`src/rtl/irq_ack_pkg.sv`:
```
package irq_ack_pkg;

    localparam int unsigned WORD_W = 32;

    typedef enum logic {
        REQ_QUIET  = 1'b0,
        REQ_RAISED = 1'b1
    } req_state_e;

    typedef enum logic [2:0] {
        ACC_NONE   = 3'd0,
        ACC_ACK_RD = 3'd1,
        ACC_ACK_WR = 3'd2,
        ACC_EOI_RD = 3'd3,
        ACC_EOI_WR = 3'd4
    } acc_kind_e;

endpackage

```
`src/rtl/prio_lifo.sv`:
```
module prio_lifo #(
    parameter int DEPTH  = 16,
    parameter int DATA_W = 4
) (
    input  logic              clk,
    input  logic              rst_n,
    input  logic              push,
    input  logic              pop,
    input  logic [DATA_W-1:0] push_data,
    output logic [DATA_W-1:0] pop_data,
    output logic              empty,
    output logic              full
);
    localparam int AW    = $clog2(DEPTH);
    localparam int CNT_W = $clog2(DEPTH + 1);

    logic [CNT_W-1:0]               cnt_q;
    logic [DEPTH-1:0][DATA_W-1:0]   slots;

    assign empty = (cnt_q == '0);
    assign full  = (cnt_q == CNT_W'(DEPTH));

    for (genvar i = 0; i < DEPTH; i++) begin : g_slot
        logic [DATA_W-1:0] cell_q;
        always_ff @(posedge clk or negedge rst_n) begin
            if (!rst_n) begin
                cell_q <= '0;
            end else if (push && !full && (cnt_q == CNT_W'(i))) begin
                cell_q <= push_data;
            end
        end
        assign slots[i] = cell_q;
    end

    always_ff @(posedge clk or negedge rst_n) begin
        if (!rst_n) begin
            cnt_q <= '0;
        end else if (push && !full) begin
            cnt_q <= cnt_q + 1'b1;
        end else if (pop && !empty) begin
            cnt_q <= cnt_q - 1'b1;
        end
    end

    assign pop_data = slots[AW'(cnt_q - 1'b1)];

    // the controller never pushes onto a full stack
    p_push_not_full_r10: assert property (@(posedge clk) disable iff (!rst_n)
        push |-> !full);
    // the controller never pops an empty stack
    p_pop_not_empty_r11: assert property (@(posedge clk) disable iff (!rst_n)
        pop |-> !empty);
    // each push adds one entry
    p_push_count_r3: assert property (@(posedge clk) disable iff (!rst_n)
        push |=> cnt_q == CNT_W'($past(cnt_q) + 1'b1));
    // each pop removes one entry
    p_pop_count_r5: assert property (@(posedge clk) disable iff (!rst_n)
        pop |=> cnt_q == CNT_W'($past(cnt_q) - 1'b1));

endmodule

```
`src/rtl/irq_req_fsm.sv`:
```
module irq_req_fsm
    import irq_ack_pkg::*;
#(
    parameter int VEC_W = 9
) (
    input  logic             clk,
    input  logic             rst_n,
    input  logic             raw_req,
    input  logic             ack_take,
    input  logic [VEC_W-1:0] pend_vec,
    output logic             irq_out,
    output logic [VEC_W-1:0] vec_view
);
    req_state_e       state_q, state_d;
    logic [VEC_W-1:0] vec_q;

    always_comb begin
        state_d = state_q;
        unique case (state_q)
            REQ_QUIET:  if (raw_req && !ack_take) state_d = REQ_RAISED;  // RISE
            REQ_RAISED: if (!raw_req || ack_take) state_d = REQ_QUIET;   // DROP
            default:    state_d = REQ_QUIET;
        endcase
    end

    always_ff @(posedge clk or negedge rst_n) begin
        if (!rst_n) begin
            state_q <= REQ_QUIET;
            vec_q   <= '0;
        end else begin
            state_q <= state_d;
            if (state_q == REQ_QUIET && raw_req) begin
                vec_q <= pend_vec;
            end
        end
    end

    always_comb begin
        irq_out  = raw_req && !ack_take;
        vec_view = vec_q;
        unique case (state_q)
            REQ_QUIET:  if (raw_req) vec_view = pend_vec;
            REQ_RAISED: vec_view = vec_q;
            default:    vec_view = vec_q;
        endcase
    end

    // the latched vector does not move while the line is up
    p_vec_hold_r9: assert property (@(posedge clk) disable iff (!rst_n)
        (state_q == REQ_RAISED) |=> $stable(vec_q));
    // a rise latches the pending vector
    p_rise_capture_r9: assert property (@(posedge clk) disable iff (!rst_n)
        (state_q == REQ_QUIET && raw_req) |=> vec_q == $past(pend_vec));
    // a taken request leaves the machine quiet
    p_take_drop_r3: assert property (@(posedge clk) disable iff (!rst_n)
        ack_take |=> state_q == REQ_QUIET);

endmodule

```
`src/rtl/ack_word_pack.sv`:
```
module ack_word_pack
    import irq_ack_pkg::*;
#(
    parameter int VEC_W = 9
) (
    input  logic [WORD_W-3-VEC_W:0] base,
    input  logic [VEC_W-1:0]        vec,
    input  logic                    wide,
    output logic [WORD_W-1:0]       word
);
    localparam int BASE_W = WORD_W - 2 - VEC_W;

    always_comb begin
        if (wide) begin
            word = {base[BASE_W-1:1], vec, 3'b000};
        end else begin
            word = {base, vec, 2'b00};
        end
    end

endmodule

```
`src/rtl/irq_ack_stack.sv`:
```
module irq_ack_stack
    import irq_ack_pkg::*;
#(
    parameter int                PRIO_W  = 4,
    parameter int                VEC_W   = 9,
    parameter int                DEPTH   = 16,
    parameter int                ADDR_W  = 8,
    parameter logic [ADDR_W-1:0] ACK_OFS = 'h10,
    parameter logic [ADDR_W-1:0] EOI_OFS = 'h18
) (
    input  logic              clk,
    input  logic              rst_n,
    input  logic              bus_sel,
    input  logic              bus_we,
    input  logic [ADDR_W-1:0] bus_addr,
    input  logic [31:0]       bus_wdata,
    output logic [31:0]       bus_rdata,
    input  logic              pend_valid,
    input  logic [PRIO_W-1:0] pend_prio,
    input  logic [VEC_W-1:0]  pend_vec,
    input  logic              sw_mode,
    input  logic              entry_wide,
    output logic              irq_out,
    output logic [PRIO_W-1:0] cur_prio,
    output logic              lifo_ovf,
    output logic              lifo_udf
);
    localparam int BASE_W = WORD_W - 2 - VEC_W;

    acc_kind_e          acc;
    logic [PRIO_W-1:0]  cur_q, cur_d, pop_data;
    logic [BASE_W-1:0]  base_q;
    logic [VEC_W-1:0]   vec_view;
    logic [WORD_W-1:0]  ack_word;
    logic               raw_req, ack_take, lifo_empty, lifo_full;
    logic               do_push, do_pop, ovf_q, udf_q;
    logic               unused_wbits;

    assign unused_wbits = ^bus_wdata[31-BASE_W:0];

    always_comb begin
        acc = ACC_NONE;
        if (bus_sel && bus_addr == ACK_OFS) begin
            acc = bus_we ? ACC_ACK_WR : ACC_ACK_RD;
        end else if (bus_sel && bus_addr == EOI_OFS) begin
            acc = bus_we ? ACC_EOI_WR : ACC_EOI_RD;
        end
    end

    assign raw_req  = pend_valid && (pend_prio > cur_q);
    assign ack_take = (acc == ACC_ACK_RD) && sw_mode && raw_req;
    assign do_push  = ack_take && !lifo_full;
    assign do_pop   = (acc == ACC_EOI_WR) && !lifo_empty;

    always_comb begin
        cur_d = cur_q;
        unique case (acc)
            ACC_ACK_RD: if (ack_take) cur_d = pend_prio;
            ACC_EOI_WR: if (!lifo_empty) cur_d = pop_data;
            default:    cur_d = cur_q;
        endcase
    end

    always_ff @(posedge clk or negedge rst_n) begin
        if (!rst_n) begin
            cur_q  <= '0;
            base_q <= '0;
            ovf_q  <= 1'b0;
            udf_q  <= 1'b0;
        end else begin
            cur_q <= cur_d;
            if (acc == ACC_ACK_WR) base_q <= bus_wdata[31 -: BASE_W];
            if (ack_take && lifo_full) ovf_q <= 1'b1;
            if (acc == ACC_EOI_WR && lifo_empty) udf_q <= 1'b1;
        end
    end

    prio_lifo #(
        .DEPTH  (DEPTH),
        .DATA_W (PRIO_W)
    ) u_lifo (
        .clk       (clk),
        .rst_n     (rst_n),
        .push      (do_push),
        .pop       (do_pop),
        .push_data (cur_q),
        .pop_data  (pop_data),
        .empty     (lifo_empty),
        .full      (lifo_full)
    );

    irq_req_fsm #(
        .VEC_W (VEC_W)
    ) u_req (
        .clk      (clk),
        .rst_n    (rst_n),
        .raw_req  (raw_req),
        .ack_take (ack_take),
        .pend_vec (pend_vec),
        .irq_out  (irq_out),
        .vec_view (vec_view)
    );

    ack_word_pack #(
        .VEC_W (VEC_W)
    ) u_pack (
        .base (base_q),
        .vec  (vec_view),
        .wide (entry_wide),
        .word (ack_word)
    );

    assign bus_rdata = (acc == ACC_ACK_RD) ? ack_word : '0;
    assign cur_prio  = cur_q;
    assign lifo_ovf  = ovf_q;
    assign lifo_udf  = udf_q;

    // an equal priority never raises the line
    p_equal_quiet_r2: assert property (@(posedge clk) disable iff (!rst_n)
        (pend_valid && pend_prio == cur_prio) |-> !irq_out);
    // a taken request becomes current and the line is low meanwhile
    p_take_load_r3: assert property (@(posedge clk) disable iff (!rst_n)
        ack_take |=> cur_prio == $past(pend_prio));
    p_take_low_r3: assert property (@(posedge clk) disable iff (!rst_n)
        ack_take |-> !irq_out);
    // a hardware-mode acknowledge read keeps the priority
    p_hw_read_hold_r4: assert property (@(posedge clk) disable iff (!rst_n)
        (acc == ACC_ACK_RD && !sw_mode) |=> $stable(cur_prio));
    // an end-of-interrupt write restores the stacked priority
    p_pop_restore_r5: assert property (@(posedge clk) disable iff (!rst_n)
        (acc == ACC_EOI_WR && !lifo_empty) |=> cur_prio == $past(pop_data));
    // an end-of-interrupt read is inert and returns zero
    p_eoi_read_r6: assert property (@(posedge clk) disable iff (!rst_n)
        (acc == ACC_EOI_RD) |=> $stable(cur_prio));
    p_eoi_read_zero_r6: assert property (@(posedge clk) disable iff (!rst_n)
        (acc == ACC_EOI_RD) |-> bus_rdata == '0);
    // reserved low bits of the acknowledge word
    p_low_bits_r7: assert property (@(posedge clk) disable iff (!rst_n)
        (acc == ACC_ACK_RD) |-> bus_rdata[1:0] == 2'b00);
    // wide entries clear one more low bit
    p_wide_bits_r8: assert property (@(posedge clk) disable iff (!rst_n)
        (acc == ACC_ACK_RD && entry_wide) |-> bus_rdata[2] == 1'b0);
    // overflow is sticky
    p_ovf_sticky_r10: assert property (@(posedge clk) disable iff (!rst_n)
        lifo_ovf |=> lifo_ovf);
    // an empty pop keeps the priority and flags underflow
    p_udf_hold_r11: assert property (@(posedge clk) disable iff (!rst_n)
        (acc == ACC_EOI_WR && lifo_empty) |=> ($stable(cur_prio) && lifo_udf));
    // a base write leaves the priority alone
    p_base_write_r12: assert property (@(posedge clk) disable iff (!rst_n)
        (acc == ACC_ACK_WR) |=> $stable(cur_prio));

endmodule

```
`config.mk`:
```
export PLATFORM = sky130hd
export DESIGN_NAME = irq_ack_stack
export DESIGN_NICKNAME = d
export VERILOG_FILES = /design/src/rtl/irq_ack_pkg.sv /design/src/rtl/prio_lifo.sv /design/src/rtl/irq_req_fsm.sv /design/src/rtl/ack_word_pack.sv /design/src/rtl/irq_ack_stack.sv
export SDC_FILE = /design/constraint.sdc
export NUM_CORES = 1
export LEC_CHECK = 0
export BUFFER_PORTS_ARGS = -buffer_cell sky130_fd_sc_hd__buf_2
export CORE_MARGIN = 1.5
export CORE_UTILIZATION = 51
export DETAILED_ROUTE_END_ITERATION = 10
export PLACE_DENSITY = 0.83
export REMOVE_ABC_BUFFERS = 1
export SYNTH_ARGS = -nofsm -noshare
export SYNTH_HDL_FRONTEND = slang
export SYNTH_SLANG_ARGS = --single-unit
```
`constraint.sdc`:
```
create_clock -name clk -period 5 [get_ports clk]
set_clock_uncertainty 0.15 [all_clocks]
set_input_delay 1.5 -clock clk [delete_from_list [all_inputs] [get_ports clk]]
set_output_delay 1.5 -clock clk [all_outputs]
set_load 0.01 [all_outputs]
```
======== After elaboration in Yosys (flattened, before gate mapping) ========
Index checks and enable logic that the tools add are counted.
storage, ports and cells
  register bits after elaboration ......... 106
  bits of input ports ..................... 60
  output and inout bits ................... 39
  word-level logic and storage cells ...... 107
operators by class
  $add $sub $neg .......................... 2
  $lt $le $gt $ge ......................... 2
  equality and inequality tests ........... 23
  muxes and demuxes ....................... 18
  bitwise gates (word level) .............. 1
  reductions and logical operators ........ 38
operators by type and width
  operator               count
  $eq A5 B4 Y1 const B   8
  $mux W32               1
  $logic_and A1 B1 Y1    29
  $eq A5 B3 Y1 const B   4
  $pmux W9 S2            1
  $bmux W4 S4            1
  $eq A8 B5 Y1 const B   2
  $mux W12               1
  $mux W4                3
  $eq A5 B2 Y1 const B   2
  $mux W5                2
  $mux W3                3
  $mux W9                1
  $pmux W4 S2            1
  $add A5 B1 Y5 const B  1
  $eq A5 B1 Y1 const B   1
  $eq A5 B5 Y1 const B   1
  $logic_not A5 Y1       1
  $lt A4 B5 Y1 const B   1
  $sub A5 B1 Y5 const B  1
  $gt A4 B4 Y1           1
  $logic_not A1 Y1       4
  $ne A2 B2 Y1 const B   2
  $reduce_bool A2 Y1     2
  9 further kinds        10

======== Longest topological paths before layout ========
Gate-level depths: netlist of the first run.
  depth after elaboration ................. 11
  mapped depth ............................ 10
  depth with buffers taken out ............ 7

======== By module ========
A second synthesis of the first run with hierarchy kept.
second synthesis, totals
  cells, all modules ...................... 459
  area total of the unflattened synthesis .. 5765.5 um^2
modules (own cells, without submodules)
  module         times used  cells an instance  area an instance (um^2)  sequential area each (um^2)
  prio_lifo      1           268                3444.6                   1726.7
  irq_ack_stack  1           124                1448.9                   675.6
  irq_req_fsm    1           33                 548.0                    250.2
  ack_word_pack  1           34                 324.1                    0.0

======== Worst setup path after synthesis of the first run ========
OpenSTA, ideal clock, no wires.
  kind .................................... input to output
  start ................................... input port pend_prio[3]
  end ..................................... output port bus_rdata[10]
  data arrival time ....................... 3.519 ns
  required time ........................... 3.350 ns
  setup slack ............................. -0.169 ns
  stages on the path ...................... 7
  buffers on the path ..................... 1
  cells stage by stage .................... ha_1 and4b_1 a211oi_4 nor3_4 buf_4 mux4_2 and2_1
on the way
  word-level cells in the longest chain between the ends .. 6
ends and longest elaborated chain
  element              line                  text
  start, declared      irq_ack_stack.sv:19   input logic [PRIO_W-1:0] pend_prio,
  $gt A4 B4 Y1         irq_ack_stack.sv:50   assign raw_req = pend_valid && (pend_prio > cur_q);
  $logic_and A1 B1 Y1  irq_ack_stack.sv:50
  $mux W9              irq_req_fsm.sv:42     REQ_QUIET: if (raw_req) vec_view = pend_vec;
  $pmux W9 S2          irq_req_fsm.sv:41     unique case (state_q)
  $mux W12             ack_word_pack.sv:14   if (wide) begin
  $mux W32             irq_ack_stack.sv:113  assign bus_rdata = (acc == ACC_ACK_RD) ? ack_word : '0;
  end, declared        irq_ack_stack.sv:17   output logic [31:0] bus_rdata,
Every way passes these cells.

======== Worst setup path in the final report of the first run ========
  start ................................... input port pend_prio[2]
  end ..................................... output port bus_rdata[4]
Same word-level chain as after synthesis.

==> flow_summary.yaml, run 1 <==
run_status:
  status: "complete, no violations"
grt:
  grtUsageMet2_pct: 35.0
  grt_usage_pct: 21.2
  grt_first_pass_wirelength_mm: 18.5
  grt-busiest-layer: "met2"
  grt_max_degree: 92
  met3_usage_pct: 4.54
  grt_use_met1_pct: 27.5
  grt_antenna_before_repair: 0
  grt-ovfl-total: 0
  grt_pass1_vias: 3683
final_layout:
  num-fill-cells: 735
  fin_area_um2: 6420
  drive_gt1_share_pct: 53.3
  layout_common_cells: "dfrtp_1, mux2_2, buf_2"
  final_common_cell: "dfrtp_1"
  nNetsFinal: 558
  area.sequential_um2: 2650
  diodes: 0
  multiInputGateArea_um2: 2670
  synthToLayoutAreaGrowth_pct: 18.8
floorplan:
  fp.dieArea_um2: 11200
  dieWidth_um: 106
  die_y_um: 106
  initial_core_util_pct: 52.4
  ios: 99
  rows: 37
  core_um2: 10300
timing:
  maxSlewViolCount: 0
  fmaxAchievable_mhz: 201
  period_share_pct: 99.6
  worst_pin_slew_ns: 1.10
  whs_ns: 0.320
  setup-tns-final_ns: 0
  period_needed_ns: 4.98
  setup_violations: 0
  hold_viol_final: 0
  slew_headroom_pct: 26.4
  rsz0062_at_grt: "true"
place:
  place_area_um2: 6040
  gp_congestion: 0.816
  hpwl_mm: 7.97
  portBuffers: 85
worst_setup_path:
  required_ns: 3.35
  cpPeakStageDelay_ns: 0.50
  worstSetupStartpointType: "input pin"
  crit_type: "in2out"
  cp_slowest_cell: "mux4_2"
  cp_max_fo: 8
  end_kind: "primary output"
  arrival_ns: 3.33
  crit_chain: "buf_6 -> ha_4 -> and4b_1 -> a211oi_4 -> nor3_4 -> buf_12 -> mux4_2 -> and2_4 -> buf_2"
synth:
  synthCells: 396
  synth_seq_cells: 106
  ys_types: 42
  synthesis.area_um2: 5410
  syn_avg_cell_area_um2: 13.7
  ys_seq_area_share_pct: 49.1
  ys_warn_count: 0
detailed_routing:
  totalWireLength_mm: 11.4
  dr.pass1.iters: 4
  wire_per_inst_um: 18.2
  drcViolationCount: 0
  drtAntennaViolNets: 0
  route.vias.total: 3631
  via_per_inst: 5.77
  initialDrtViolationCount: 221
clock_tree:
  path_clk_slew_ns: 0.11
  cts.sinks: 106
  clockRootBuffer: "clkbuf_8"
  clock_path_buffers: 2
  numCtsBuffers: 9
  cts_htree_levels: 3
  clk_latency_ns: 0.38
  cts_tree: "done"
pwr:
  finalPower_mw: 1.64
  p_per_area_nw_per_um2: 256
  power_leakage_nw: 3.22
  peakVddDrop_v: 0.000214
job:
  drv_cap: 0
min_path:
  min_path_type: "reg2reg"
cell type report:
class	instances	area share, %
clock inverter	7	1.66
inverter	8	0.468
sequential	106	41.3
clock buffer	9	1.93
multi-input combinational	257	41.6
tap	136	2.65
timing repair buffer	106	10.4
layer usage:
| metal | vias to the layer above | wire (um) | part of all wire (%) |
|---|---|---|---|
| met5 | - | 0 | 0 |
| met4 | 0 | 261 | 2.3 |
| met3 | 19 | 678 | 5.9 |
| met2 | 149 | 5580 | 49 |
| met1 | 1827 | 4900 | 43 |
| li1 | 1636 | - | - |
cells by family (layout without fill, tap and decap cells):
group	count (synthesis)	after routing	synth area share (%)
mux	127	127	31.3
simple gates	95	95	11.1
fa+ha+maj	10	10	2.31
compound gates	18	18	2.68
buf+inv	34	130	2.66
xor+xnor	5	5	0.810
flops	106	106	49.1
other cells	1	2	0.0694
synthesized netlist by cell type:
cell type	count	area share, %
xnor2_1	4	0.65
a211oi_1	2	0.28
ha_1	10	2.3
nor3_4	1	0.30
a22oi_1	1	0.14
nand3_1	5	0.46
xor2_1	1	0.16
mux2i_1	5	0.93
o211ai_1	4	0.56
buf_2	4	0.37
dfrtp_1	106	49
buf_4	3	0.42
nand2b_1	1	0.12
nor4_4	1	0.39
mux4_2	24	10
o21ba_2	1	0.19
nor3_2	1	0.19
o21bai_1	1	0.14
o21ai_0	1	0.092
a211oi_4	1	0.37
and4bb_2	1	0.23
and3_1	7	0.81
nand4b_1	1	0.16
nor3b_1	2	0.28
nand2_1	13	0.90
or4b_2	1	0.19
mux2_2	97	20
and4b_1	1	0.19
conb_1	1	0.069
inv_1	8	0.56
nor4_2	2	0.46
mux2_1	1	0.21
clkbuf_1	19	1.3
a221o_1	1	0.19
nor2b_1	4	0.46
nor3_1	6	0.56
and2_1	30	3.5
nand4_1	13	1.5
a21o_1	2	0.28
a31oi_1	4	0.46
or2_2	1	0.12
nor2_1	4	0.28
where the power goes:
part,internal (mW),switching [mW]
Combinational,0.0805,0.0636
Sequential,0.878,0.0145
Clock,0.292,0.316
Total,1.25,0.394
worst paths after layout:
check	startpoint	to	slack (ns)	cells after the start
max	pend_prio[2]	bus_rdata[4]	0.02	9
min	lifo_ovf$_DFFE_PN0P_	lifo_ovf$_DFFE_PN0P_	0.32	1
max reg2reg	u_lifo.cnt_q[0]$_DFFE_PN0P_	cur_prio[3]$_DFFE_PN0P_	1.90	7
min reg2reg	lifo_ovf$_DFFE_PN0P_	lifo_ovf$_DFFE_PN0P_	0.32	1
max in group asynchronous	rst_n	u_lifo.g_slot[11].cell_q[2]$_DFFE_PN0P_	2.69	2
min in group asynchronous	rst_n	u_req.vec_q[4]$_DFFE_PN0P_	1.16	1
stage by stage:
step                      instances  setup slack, ns  util, %
after floorplan                 371           -0.216        -
after global placement          610          -0.0425     58.5
after detailed placement        610          -0.0829     58.5
after CTS                       628        0.0000739     61.5
after global routing            629          -0.0270     62.2
final                           629           0.0195     62.2
registers in the layout (all words and copies together), names as in the netlist:
signal and cells:
u_lifo.g_slot.cell_q 64, base_q 21, u_req.vec_q 9, u_lifo.cnt_q 5, cur_prio 4, lifo_ovf 1, lifo_udf 1, u_req.state_q 1
worst max-delay path: cells and delay by family:
kind / cells / cell delay (ns)
and+or+nand+nor: 3 / 0.60
buffers and inverters: 3 / 0.40
adders and majority gates: 1 / 0.27
AOI/OAI and AO/OA: 1 / 0.06
muxes: 1 / 0.50
what timing repair did:
action,CTS,global route
cloned,1,0
gates resized for setup,5,19
setup buffers,1,1
hold buffers,0,0
pin swaps,5,1
setup endpoints to repair,8,10
Note: power is estimated with default switching activity, not from simulation.
==> inputs of run 2 (changes only) <==
--- a/config.mk
+++ b/config.mk
@@ -6,6 +6,7 @@
 export NUM_CORES = 1
 export LEC_CHECK = 0
 export BUFFER_PORTS_ARGS = -buffer_cell sky130_fd_sc_hd__buf_2
+export CORE_ASPECT_RATIO = 0.7
 export CORE_MARGIN = 1.5
 export CORE_UTILIZATION = 51
 export DETAILED_ROUTE_END_ITERATION = 10
==> run 2 against run 1 <==
  * Non-clock buffer count grew 1
  * Final area increased by 1.4%
  * Global-route usage up 2.1 points
  * First-iteration DRC count down 9.0%
  * Core utilization increased by 0.92 points
  * Clock-buffer cell count grew 2
  * Maximum frequency is 0.33% lower
  * Die area about the same
  * Setup slack worse by 0.017 ns
  * Combinational power hardly changed
==> flow_summary.yaml, run 2 (synthesis gave the netlist of run 1 again) <==
job:
  drv_cap: 0
worst_setup_path:
  worst-r2r-cell-count: 8
  end_kind: "primary output"
  worstSetupStartpointType: "input pin"
  cp_max_fo: 8
  crit_start: "pend_prio[3]"
  r2r_start: "cur_prio[1]$_DFFE_PN0P_"
  cp-endpoint: "bus_rdata[10]"
  required_ns: 3.35
  reg2reg_to: "u_lifo.g_slot[13].cell_q[1]$_DFFE_PN0P_"
  ff2ff_setup_slack_ns: 1.42
  crit_type: "in2out"
  arrival_ns: 3.35
clock_tree:
  clockRootBuffer: "clkbuf_16"
  cts_htree_levels: 3
  cts.sinks: 106
  cts_tree: "done"
  clock_path_buffers: 2
  path_clk_slew_ns: 0.07
  clk_latency_ns: 0.35
  numCtsBuffers: 9
place:
  place_area_um2: 6030
  placed_cells: 605
  gp_congestion: 0.852
  portBuffers: 85
  pre_cts_ws_ns: -0.126
  hpwl_mm: 8.37
detailed_routing:
  dr.pass1.iters: 6
  drtAntennaViolNets: 0
  wire_per_inst_um: 19.3
  route.vias.total: 3606
  drcViolationCount: 0
  totalWireLength_mm: 12.1
  via_per_inst: 5.77
  initialDrtViolationCount: 201
grt:
  grt_usage_pct: 23.3
  grt_antenna_before_repair: 0
  grt_pass1_vias: 3855
  grt-ovfl-total: 0
  grt_first_pass_wirelength_mm: 19.9
  grt_max_degree: 60
timing:
  period_share_pct: 99.9
  setup_violations: 0
  maxSlewViolCount: 0
  timing.final.ws_setup_ns: 0.00296
  fmaxAchievable_mhz: 200
  setup-tns-final_ns: 0
  rsz0062_at_grt: "true"
  slew_headroom_pct: 31.8
  worst_pin_slew_ns: 1.02
  period_needed_ns: 5.00
  hold_viol_final: 0
floorplan:
  rows: 31
  fp.dieArea_um2: 11200
  dieWidth_um: 126
  ios: 99
  core_um2: 10300
  initial_core_util_pct: 52.4
  die_y_um: 89.1
final_layout:
  final_common_cell: "dfrtp_1"
  finalCoreUtilization_pct: 63.1
  nNetsFinal: 559
  diodes: 0
  fin_cells: 625
  largest_register_ffs: 64
  fin_area_um2: 6510
  layout_common_cells: "dfrtp_1, mux2_2, buf_2"
  drive_gt1_share_pct: 54.0
  top_register: "u_lifo.g_slot.cell_q"
  reg_top3: "u_lifo.g_slot.cell_q (64), base_q (21), u_req.vec_q (9)"
  synthToLayoutAreaGrowth_pct: 20.5
pwr:
  power_leakage_nw: 3.25
  peakVddDrop_v: 0.000179
  p_per_area_nw_per_um2: 263
run_status:
  status: "complete, no violations"
min_path:
  holdPathStages: 1
  min_path_type: "reg2reg"
==> run 2: cell count changes in the layout (fill, tap and decap cells not counted), sizes merged <==
cell / previous run / this run
clkbuf: 9 / 11
buf: 106 / 107
bufinv: 2 / 0
clkinv: 1 / 4
inv: 12 / 8
==> run 2: cell type report <==
| cell class | count | area (um2) |
|---|---|---|
| Fill cell | 749 | 3800 |
| Multi-Input combinational cell | 257 | 2690 |
| Clock inverter | 4 | 27.5 |
| Timing Repair Buffer | 107 | 694 |
| Sequential cell | 106 | 2650 |
| Inverter | 8 | 30.0 |
| Tap cell | 132 | 165 |
| Clock buffer | 11 | 253 |
==> run 2: worst min-delay path by stage <==
stage | from | endpoint | slack (ns)
floorplan | u_lifo.g_slot[13].cell_q[1]$_DFFE_PN0P_ | u_lifo.g_slot[13].cell_q[1]$_DFFE_PN0P_ | 0.31
global placement | lifo_ovf$_DFFE_PN0P_ | lifo_ovf$_DFFE_PN0P_ | 0.29
detailed placement | lifo_ovf$_DFFE_PN0P_ | lifo_ovf$_DFFE_PN0P_ | 0.29
CTS | lifo_ovf$_DFFE_PN0P_ | lifo_ovf$_DFFE_PN0P_ | 0.31
global route | lifo_ovf$_DFFE_PN0P_ | lifo_ovf$_DFFE_PN0P_ | 0.33
finish | lifo_ovf$_DFFE_PN0P_ | lifo_ovf$_DFFE_PN0P_ | 0.30
==> run 2: repair_timing <==
| action | CTS | global route |
|---|---|---|
| pin swaps | 10 | 4 |
| hold buffers | 0 | 0 |
| gates cloned | 1 | 0 |
| buffers inserted | 3 | 3 |
| setup endpoints to repair | 10 | 10 |
| gates resized for setup | 17 | 18 |
==> run 2: critical path, stage by stage <==
cell	delay [ns]
buf_8	0.10
ha_4	0.21
buf_6	0.11
nand4_1	0.11
nand2_2	0.10
nor3_4	0.25
buf_12	0.17
mux4_2	0.52
and2_4	0.16
buf_6	0.11
==> run 2: layer usage <==
layer	vias to the layer above	track usage, %	share of wire (%)
met5	-	0	0
li1	1644	-	-
met4	0	7.00	1.3
met2	91	38.8	49
met1	1856	31.4	45
met3	15	5.33	4.7
==> run 2: through the flow <==
stage | hold slack, ns | total power, mW
final | 0.303 | 1.71
after global routing | 0.334 | 1.78
after CTS | 0.308 | 1.72
after detailed placement | 0.293 | 1.04
after global placement | 0.288 | 1.03
after floorplan | 0.309 | 0.971
==> run 2: power breakdown <==
part | leakage (nW) | internal, mW | switching (mW)
registers | 1.46 | 0.879 | 0.0138
logic | 1.65 | 0.0818 | 0.0643
clock network | 0.141 | 0.362 | 0.310
total | 3.25 | 1.32 | 0.389
